[src/rtl/trap_pkg.sv]
package trap_pkg;
  localparam int COND_W  = 5;
  localparam int SLT_BIT = 4;
  localparam int SGT_BIT = 3;
  localparam int EQ_BIT  = 2;
  localparam int ULT_BIT = 1;
  localparam int UGT_BIT = 0;

  typedef logic [COND_W-1:0] rel_vec_t;
endpackage

[src/rtl/trap_rel_cmp.sv]
module trap_rel_cmp #(
  parameter int DATA_W = 64,
  parameter int WORD_W = 32
) (
  input  logic [DATA_W-1:0]  a,
  input  logic [DATA_W-1:0]  b,
  input  logic               dword,
  output trap_pkg::rel_vec_t rel
);
  localparam int EXT_W = DATA_W + 1;

  // Extend an operand by one bit so that one signed compare covers both sizes.
  function automatic logic [EXT_W-1:0] widen(input logic [DATA_W-1:0] v,
                                             input logic dw, input logic sgn);
    logic top;
    logic [EXT_W-1:0] r;
    top = dw ? v[DATA_W-1] : v[WORD_W-1];
    if (dw) r = {sgn & top, v};
    else    r = {{(EXT_W-WORD_W){sgn & top}}, v[WORD_W-1:0]};
    return r;
  endfunction

  logic [EXT_W-1:0] sa, sb, ua, ub;

  always_comb begin
    sa = widen(a, dword, 1'b1);
    sb = widen(b, dword, 1'b1);
    ua = widen(a, dword, 1'b0);
    ub = widen(b, dword, 1'b0);
    rel = '0;
    rel[trap_pkg::SLT_BIT] = $signed(sa) < $signed(sb);
    rel[trap_pkg::SGT_BIT] = $signed(sa) > $signed(sb);
    rel[trap_pkg::EQ_BIT]  = ua == ub;
    rel[trap_pkg::ULT_BIT] = ua < ub;
    rel[trap_pkg::UGT_BIT] = ua > ub;
  end
endmodule

[src/rtl/trap_cond_mask.sv]
module trap_cond_mask #(
  parameter int               CODE_W    = 4,
  parameter logic [CODE_W-1:0] TRAP_CODE = 4'h2
) (
  input  trap_pkg::rel_vec_t rel,
  input  trap_pkg::rel_vec_t cond,
  output trap_pkg::rel_vec_t hits,
  output logic               trap,
  output logic [CODE_W-1:0]  code
);
  always_comb begin
    hits = rel & cond;
    trap = |hits;
    code = trap ? TRAP_CODE : '0;
  end
endmodule

[src/rtl/trap_rsp_stage.sv]
module trap_rsp_stage #(
  parameter int CODE_W = 4
) (
  input  logic               clk,
  input  logic               rst_n,
  input  logic               in_valid,
  output logic               in_ready,
  input  trap_pkg::rel_vec_t in_hits,
  input  logic               in_trap,
  input  logic [CODE_W-1:0]  in_code,
  output logic               out_valid,
  input  logic               out_ready,
  output trap_pkg::rel_vec_t out_hits,
  output logic               out_trap,
  output logic [CODE_W-1:0]  out_code
);
  logic load;

  assign in_ready = !out_valid || out_ready;
  assign load     = in_valid && in_ready;

  always_ff @(posedge clk or negedge rst_n) begin
    if (!rst_n) begin
      out_valid <= 1'b0;
      out_hits  <= '0;
      out_trap  <= 1'b0;
      out_code  <= '0;
    end else if (load) begin
      out_valid <= 1'b1;
      out_hits  <= in_hits;
      out_trap  <= in_trap;
      out_code  <= in_code;
    end else if (out_ready) begin
      out_valid <= 1'b0;
      out_hits  <= '0;
      out_trap  <= 1'b0;
      out_code  <= '0;
    end
  end
endmodule

[src/rtl/trap_cmp_unit.sv]
module trap_cmp_unit #(
  parameter int                DATA_W    = 64,
  parameter int                WORD_W    = 32,
  parameter int                CODE_W    = 4,
  parameter logic [CODE_W-1:0] TRAP_CODE = 4'h2
) (
  input  logic                       clk,
  input  logic                       rst_n,
  input  logic                       req_valid,
  output logic                       req_ready,
  input  logic [DATA_W-1:0]          op_a,
  input  logic [DATA_W-1:0]          op_b,
  input  logic [trap_pkg::COND_W-1:0] cond,
  input  logic                       dword,
  output logic                       trap_valid,
  input  logic                       rsp_ready,
  output logic                       trap_req,
  output logic [CODE_W-1:0]          trap_subcode,
  output logic [trap_pkg::COND_W-1:0] trap_hits
);
  trap_pkg::rel_vec_t rel_now, hits_now;
  logic               trap_now;
  logic [CODE_W-1:0]  code_now;
  logic               req_fire;

  assign req_fire = req_valid && req_ready;

  trap_rel_cmp #(.DATA_W(DATA_W), .WORD_W(WORD_W)) u_cmp (
    .a(op_a), .b(op_b), .dword(dword), .rel(rel_now)
  );

  trap_cond_mask #(.CODE_W(CODE_W), .TRAP_CODE(TRAP_CODE)) u_mask (
    .rel(rel_now), .cond(cond), .hits(hits_now), .trap(trap_now), .code(code_now)
  );

  trap_rsp_stage #(.CODE_W(CODE_W)) u_rsp (
    .clk(clk), .rst_n(rst_n),
    .in_valid(req_valid), .in_ready(req_ready),
    .in_hits(hits_now), .in_trap(trap_now), .in_code(code_now),
    .out_valid(trap_valid), .out_ready(rsp_ready),
    .out_hits(trap_hits), .out_trap(trap_req), .out_code(trap_subcode)
  );
endmodule

[config.mk]
export PLATFORM = sky130hd
export DESIGN_NAME = trap_cmp_unit
export DESIGN_NICKNAME = d
export VERILOG_FILES = /design/src/rtl/trap_pkg.sv /design/src/rtl/trap_rel_cmp.sv /design/src/rtl/trap_cond_mask.sv /design/src/rtl/trap_rsp_stage.sv /design/src/rtl/trap_cmp_unit.sv
export SDC_FILE = /design/constraint.sdc
export NUM_CORES = 1
export LEC_CHECK = 0
export BUFFER_PORTS_ARGS = -buffer_cell sky130_fd_sc_hd__buf_2
export CAP_MARGIN = 20
export CORE_UTILIZATION = 30
export CTS_CLUSTER_DIAMETER = 30
export CTS_CLUSTER_SIZE = 25
export DETAILED_ROUTE_END_ITERATION = 12
export HOLD_SLACK_MARGIN = 0.15
export PLACE_DENSITY = 0.6
export SYNTH_ARGS = -nofsm -noshare
export SYNTH_HDL_FRONTEND = slang
export SYNTH_SLANG_ARGS = --single-unit
[constraint.sdc]
create_clock -name clk -period 1.3 [get_ports clk]
set_input_delay 0.195 -clock clk [delete_from_list [all_inputs] [get_ports clk]]
set_output_delay 0.195 -clock clk [all_outputs]
set_load 0.1 [all_outputs]
# Word level (Yosys, flattened, before mapping)
# Cells that the tools add are included.
dict set report totals {
  out_inout_bits 12
  regBits 11
}
dict set report op_classes {
  n_eq_ne 1
  magnitude_cmp 4
  n_bitwise 1
  mux 14
  reduce_logical 5
}
# cell count
set op_table {}
lappend op_table {{$mux W64} 4}
lappend op_table {{$gt A65 B65 Y1} 2}
lappend op_table {{$lt A65 B65 Y1} 2}
lappend op_table {{$eq A65 B65 Y1} 1}
lappend op_table {{$mux W5} 2}
lappend op_table {{$mux W4} 2}
lappend op_table {{$and A5 B5 Y5} 1}
lappend op_table {{$mux W1} 5}
lappend op_table {{$reduce_or A5 Y1} 1}
lappend op_table {{$mux W2} 1}
lappend op_table {{$reduce_bool A2 Y1} 1}
lappend op_table {{$logic_and A1 B1 Y1} 1}
lappend op_table {{$logic_not A1 Y1} 1}
lappend op_table {{$logic_or A1 B1 Y1} 1}

# Depth between registers and ports, before layout
dict set report logic_depth {
  word_depth 7
  ltp_mapped 13
  ltp_nobuf 12
}

# Cells and area by module
# A second synthesis with hierarchy kept.
dict set report unflattened {
  cells_unflattened 494
  area_unflattened_um2 3687.3
}
# module seq_area_each_um2 n_inst cells_per_inst area_each_um2
set by_module_without_submodules {}
lappend by_module_without_submodules {trap_rel_cmp 0.0 1 433 3015.4}
lappend by_module_without_submodules {trap_rsp_stage 275.3 1 49 588.1}
lappend by_module_without_submodules {trap_cond_mask 0.0 1 12 83.8}

# Worst setup path before layout
# Ideal clock, no wire load.
dict set report synth_timing {
  path_type {register to register}
  startpoint {register u_rsp.out_valid}
  endpoint {register u_rsp.out_code[1]}
  setup_ps 134
  t_required_ps 1166
  path_stages_with_launch 7
  slack_ps -1624
  arrival_ps 2790
  cell_sequence {dfrtp_1 > nand2b_1 > and2_0 > nand2_1 > a311oi_1 > or2_2 > nand4bb_1}
}
dict set report synth_via {
  elab_chain_len 4
  word_cells_on_any_way 5
  classes_between {mux (1); reduce/logical (4)}
}
# element line_no
set synth_lines {}
lappend synth_lines {{start, declared} trap_rsp_stage.sv:11} ;# output logic out_valid,
lappend synth_lines {{start signal, assigned} trap_rsp_stage.sv:24} ;# out_valid <= 1'b0;
lappend synth_lines {{start signal, assigned} trap_rsp_stage.sv:29} ;# out_valid <= 1'b1;
lappend synth_lines {{start signal, assigned} trap_rsp_stage.sv:34} ;# out_valid <= 1'b0;
lappend synth_lines {{$logic_not A1 Y1 (*)} trap_rsp_stage.sv:19} ;# assign in_ready = !out_valid || out_ready;
lappend synth_lines {{$logic_or A1 B1 Y1 (*)} trap_rsp_stage.sv:19}
lappend synth_lines {{via req_ready} trap_cmp_unit.sv:10} ;# output logic req_ready,
lappend synth_lines {{$logic_and A1 B1 Y1 (*)} trap_rsp_stage.sv:20} ;# assign load = in_valid && in_ready;
lappend synth_lines {{$mux W4 or $reduce_bool A2 Y1 (tied branches)} --}
lappend synth_lines {{end signal, assigned} trap_rsp_stage.sv:32} ;# out_code <= in_code;
lappend synth_lines {{end, declared} trap_rsp_stage.sv:15} ;# output logic [CODE_W-1:0] out_code
# The timed path passes the listed nets; every way through them passes the cells marked *.
# A chain may end at the register's enable or synchronous reset.

# Worst setup path after layout
dict set report layout_timing {
  startpoint {input port dword}
  endpoint {register u_rsp.out_code[1]}
}
dict set report layout_via {
  elab_chain_len 7
  word_cells_on_any_way 15
  classes_between {order compare (4); eq/ne (1); mux (8); bitwise (1); reduce/logical (1)}
}
# element line_no
set layout_lines {}
lappend layout_lines {{start, declared} trap_cmp_unit.sv:14} ;# input logic dword,
lappend layout_lines {{$mux W1} trap_rel_cmp.sv:17} ;# top = dw ? v[DATA_W-1] : v[WORD_W-1];
lappend layout_lines {{$mux W64} trap_rel_cmp.sv:18} ;# if (dw) r = {sgn & top, v};
lappend layout_lines {{$gt A65 B65 Y1 or $lt A65 B65 Y1 (tied branches)} {trap_rel_cmp.sv:32, trap_rel_cmp.sv:31}}
lappend layout_lines {{$and A5 B5 Y5 (*)} trap_cond_mask.sv:12} ;# hits = rel & cond;
lappend layout_lines {{$reduce_or A5 Y1 (*)} trap_cond_mask.sv:13} ;# trap = |hits;
lappend layout_lines {{$mux W2 (*)} trap_cond_mask.sv:14} ;# code = trap ? TRAP_CODE : '0;
lappend layout_lines {{$mux W4 (*)} trap_rsp_stage.sv:28} ;# end else if (load) begin
# Every way passes the cells marked *; elsewhere a longest branch is shown, timed or not.

==> impl_metrics.yaml <==
outcome:
  status: "complete, but fails checks"
  violations: "setup timing"
yosys:
  yosysMostFrequentCell: "nand2_1"
  synth_top_family_by_area: "adder cells"
  seq_area_frac_synth_pct: 5.23
  synthCells: 514
  synth_area_um2: 3350
  synth_ff_type: "dfrtp_1"
  synth_fa_ha_area_share_pct: 35.8
  yosysWarnings: 0
  synth.area.mux_share_pct: 0.299
  synth_compound_area_share_pct: 20.5
  synth_top_cells_by_count: "nand2_1, ha_1, a21oi_1, inv_1, nand4_1"
  synth.distinct_cells: 46
  synth_top_cell_by_area: "ha_1"
  synth_top_area_share_pct: 35.8
  synth_seq_cells: 7
  synthSimpleGateAreaFrac_pct: 27.4
  async_flop_share_pct: 100
  synth_edf_count: 0
  syn_area_per_cell_um2: 6.52
  synth-xor-area-share_pct: 0
  ys_top_cells_by_area: "ha_1, nand2_1, a21oi_1"
critical_path:
  r2r-end: "u_rsp.out_code[1]$_DFFE_PN0P_"
  r2r_slack_ns: -0.20
  reg2reg_from: "u_rsp.out_valid$_DFFE_PN0P_"
  arrival_ns: 2.56
  critPathMaxFanout: 8
  r2r_cells: 7
  critical_path_class: "in2reg"
  worstSetupStartpointType: "input pin"
  required_ns: 1.40
  worst_setup_path_end_kind: "register"
routing:
  drc_errors: 0
  vias_per_cell: 4.92
  drt_iter0_markers: 190
  finalWirelength_um: 11200
  vias: 4234
  drt_pass1_iterations: 4
  postRouteAntennaNets: 0
  wl_per_cell_um: 13.0
die:
  rows: 38
  start_util_pct: 30.9
  die_height_um: 108
  io_pins: 150
  dieArea_um2: 11600
  die_x_um: 108
  coreArea_um2: 10800
clocking:
  clkLatencyLatePin_ns: 0.23
  tritoncts: "done"
  clkSinkCount: 7
  h-tree-depth: 1
  clk_path_buf_depth: 2
  cts_root_buf: "clkbuf_8"
  clk_pin_slew_worst_paths_ns: 0.04
  cts_buffers: 3
timing:
  finalMaxSlewViolations: 0
  fin_setup_tns_ns: -6.08
  finalClockSkew_ns: 0.00132
  post-route-min-period_ns: 2.46
  hold_viol: 0
  period_share_pct: 189
  setup_violations: 6
  grt_setup_unrepaired: "true"
  setup_ws_ns: -1.16
  timing.fmax_mhz: 406
hold_path:
  whs_path_depth: 2
  holdPathEnd: "u_rsp.out_valid$_DFFE_PN0P_"
  worst_hold_path_type: "in2reg"
  min-delay-start: "req_valid"
job:
  max_cap_viol_count: 0
layout:
  nets: 955
  multi_input_area_um2: 3230
  fillCellCount: 1059
  antenna_cells: 0
  final_util_pct: 50.2
  area_growth_pct: 62.3
  drive_gt1_share_pct: 41.0
  seqCellArea_um2: 176
placement:
  dp_hpwl_um: 9090
  gp_congestion: 0.837
  io_buffers: 146
global_route:
  grt_first_pass_wirelength_um: 18200
  grtUsageTotal_pct: 19.1
  grt-ovfl-total: 0
  antenna_found_initial: 0
  grt_max_degree: 27
  grt_pass1_vias: 4203
pwr:
  peakVddDrop_v: 0.000417
  p_per_area_nw_per_um2: 512
  power.leakage_nw: 3.18
  finalPower_mw: 2.79
-- state kept, by name (all words and copies together) (netlist names) --
register and cells:
u_rsp.out_hits 5, u_rsp.out_code 1, u_rsp.out_valid 1
-- power by group --
| group | total (mW) | switching (mW) | internal, mW |
|---|---|---|---|
| Sequential | 0.259 | 0.0177 | 0.242 |
| Combinational | 2.21 | 1.20 | 1.02 |
| Clock | 0.314 | 0.101 | 0.213 |
| Total | 2.79 | 1.31 | 1.47 |
-- logic make-up (layout without fill, tap and decap cells) --
kind of cell               after synthesis  after routing
AOI/OAI and AO/OA                      116            116
adders and majority gates               96             96
buffers and inverters                   91            293
DFF                                      7              7
muxes                                    1              1
other                                    1              3
and+or+nand+nor                        202            204
-- how the worst max path moves through the flow --
| stage | depth (start not counted) | slack (ns) | to | start |
|---|---|---|---|---|
| floorplan | 13 | -1.16 | u_rsp.out_code[1]$_DFFE_PN0P_ | dword |
| global placement | 13 | -1.49 | u_rsp.out_code[1]$_DFFE_PN0P_ | dword |
| detailed placement | 12 | -1.58 | u_rsp.out_code[1]$_DFFE_PN0P_ | dword |
| CTS | 14 | -1.15 | u_rsp.out_code[1]$_DFFE_PN0P_ | dword |
| global route | 14 | -1.34 | u_rsp.out_code[1]$_DFFE_PN0P_ | dword |
| finish | 14 | -1.16 | u_rsp.out_code[1]$_DFFE_PN0P_ | dword |
-- worst max-delay path: stages --
cell and delay, ns:
buf_12 0.12, nor2_4 0.14, buf_12 0.14, buf_8 0.12
a21oi_1 0.05, ha_1 0.31, nand4_1 0.20, inv_1 0.08
a211oi_2 0.24, o31ai_2 0.11, a211o_1 0.33, nor3_1 0.12
and4b_1 0.22, nand4bb_1 0.18
-- cell type report --
class	count	share of cell area, %
inverter	70	4.92
clock buffer	4	0.828
timing repair buffer	219	28.4
sequential	7	3.24
tap	140	3.22
multi-input combinational	420	59.4
-- timing repair --
item / 4_1_cts / 5_1_grt
pin swaps: 43 / 8
resized for setup: 70 / 16
endpoints found under the setup margin: 6 / 6
gates cloned: 4 / 1
hold buffers: 1 / 0
buffers inserted: 10 / 2
hold endpoints to repair: 7 / 0
-- stage by stage --
step | setup slack (ns) | cells | cell area, um2 | hold WS (ns)
global placement | -1.49 | 839 | 4810 | 0.0368
CTS | -1.15 | 857 | 5340 | 0.161
floorplan | -1.16 | 516 | 3580 | -0.101
finish | -1.16 | 860 | 5440 | 0.163
global route | -1.34 | 860 | 5440 | 0.168
detailed placement | -1.58 | 839 | 4810 | 0.0406
-- cell usage in the layout (no fill, tap or decap), types with 3 or more instances in the layout --
| cell type | netlist | routed |
|---|---|---|
| a21o_1 | 9 | 9 |
| a21oi_1 | 70 | 56 |
| a21oi_2 | 0 | 14 |
| buf_12 | 0 | 11 |
| buf_2 | 0 | 138 |
| buf_4 | 4 | 57 |
| buf_6 | 0 | 7 |
| clkbuf_8 | 0 | 3 |
| conb_1 | 1 | 3 |
| dfrtp_1 | 7 | 6 |
| ha_1 | 96 | 87 |
| ha_4 | 0 | 9 |
| inv_1 | 70 | 66 |
| nand2_1 | 130 | 116 |
| nand2_2 | 0 | 11 |
| nand2_4 | 0 | 3 |
| nand2b_1 | 5 | 3 |
| nand2b_4 | 0 | 3 |
| nand3_1 | 15 | 12 |
| nand4_1 | 19 | 19 |
| nor2_1 | 14 | 10 |
| nor2_4 | 0 | 3 |
| nor3_1 | 6 | 3 |
| nor4_4 | 1 | 3 |
| o21ai_0 | 12 | 8 |
| o21ai_1 | 1 | 3 |
-- per-layer routing --
layer	GRT usage [%]	vias up	part of all wire, %
met1	23.7	1901	43
li1	-	2191	-
met3	1.82	16	5.6
met2	35.2	126	50
met5	0	-	0
met4	3.82	0	1.5
No activity file was read; power rests on OpenSTA's default activity.
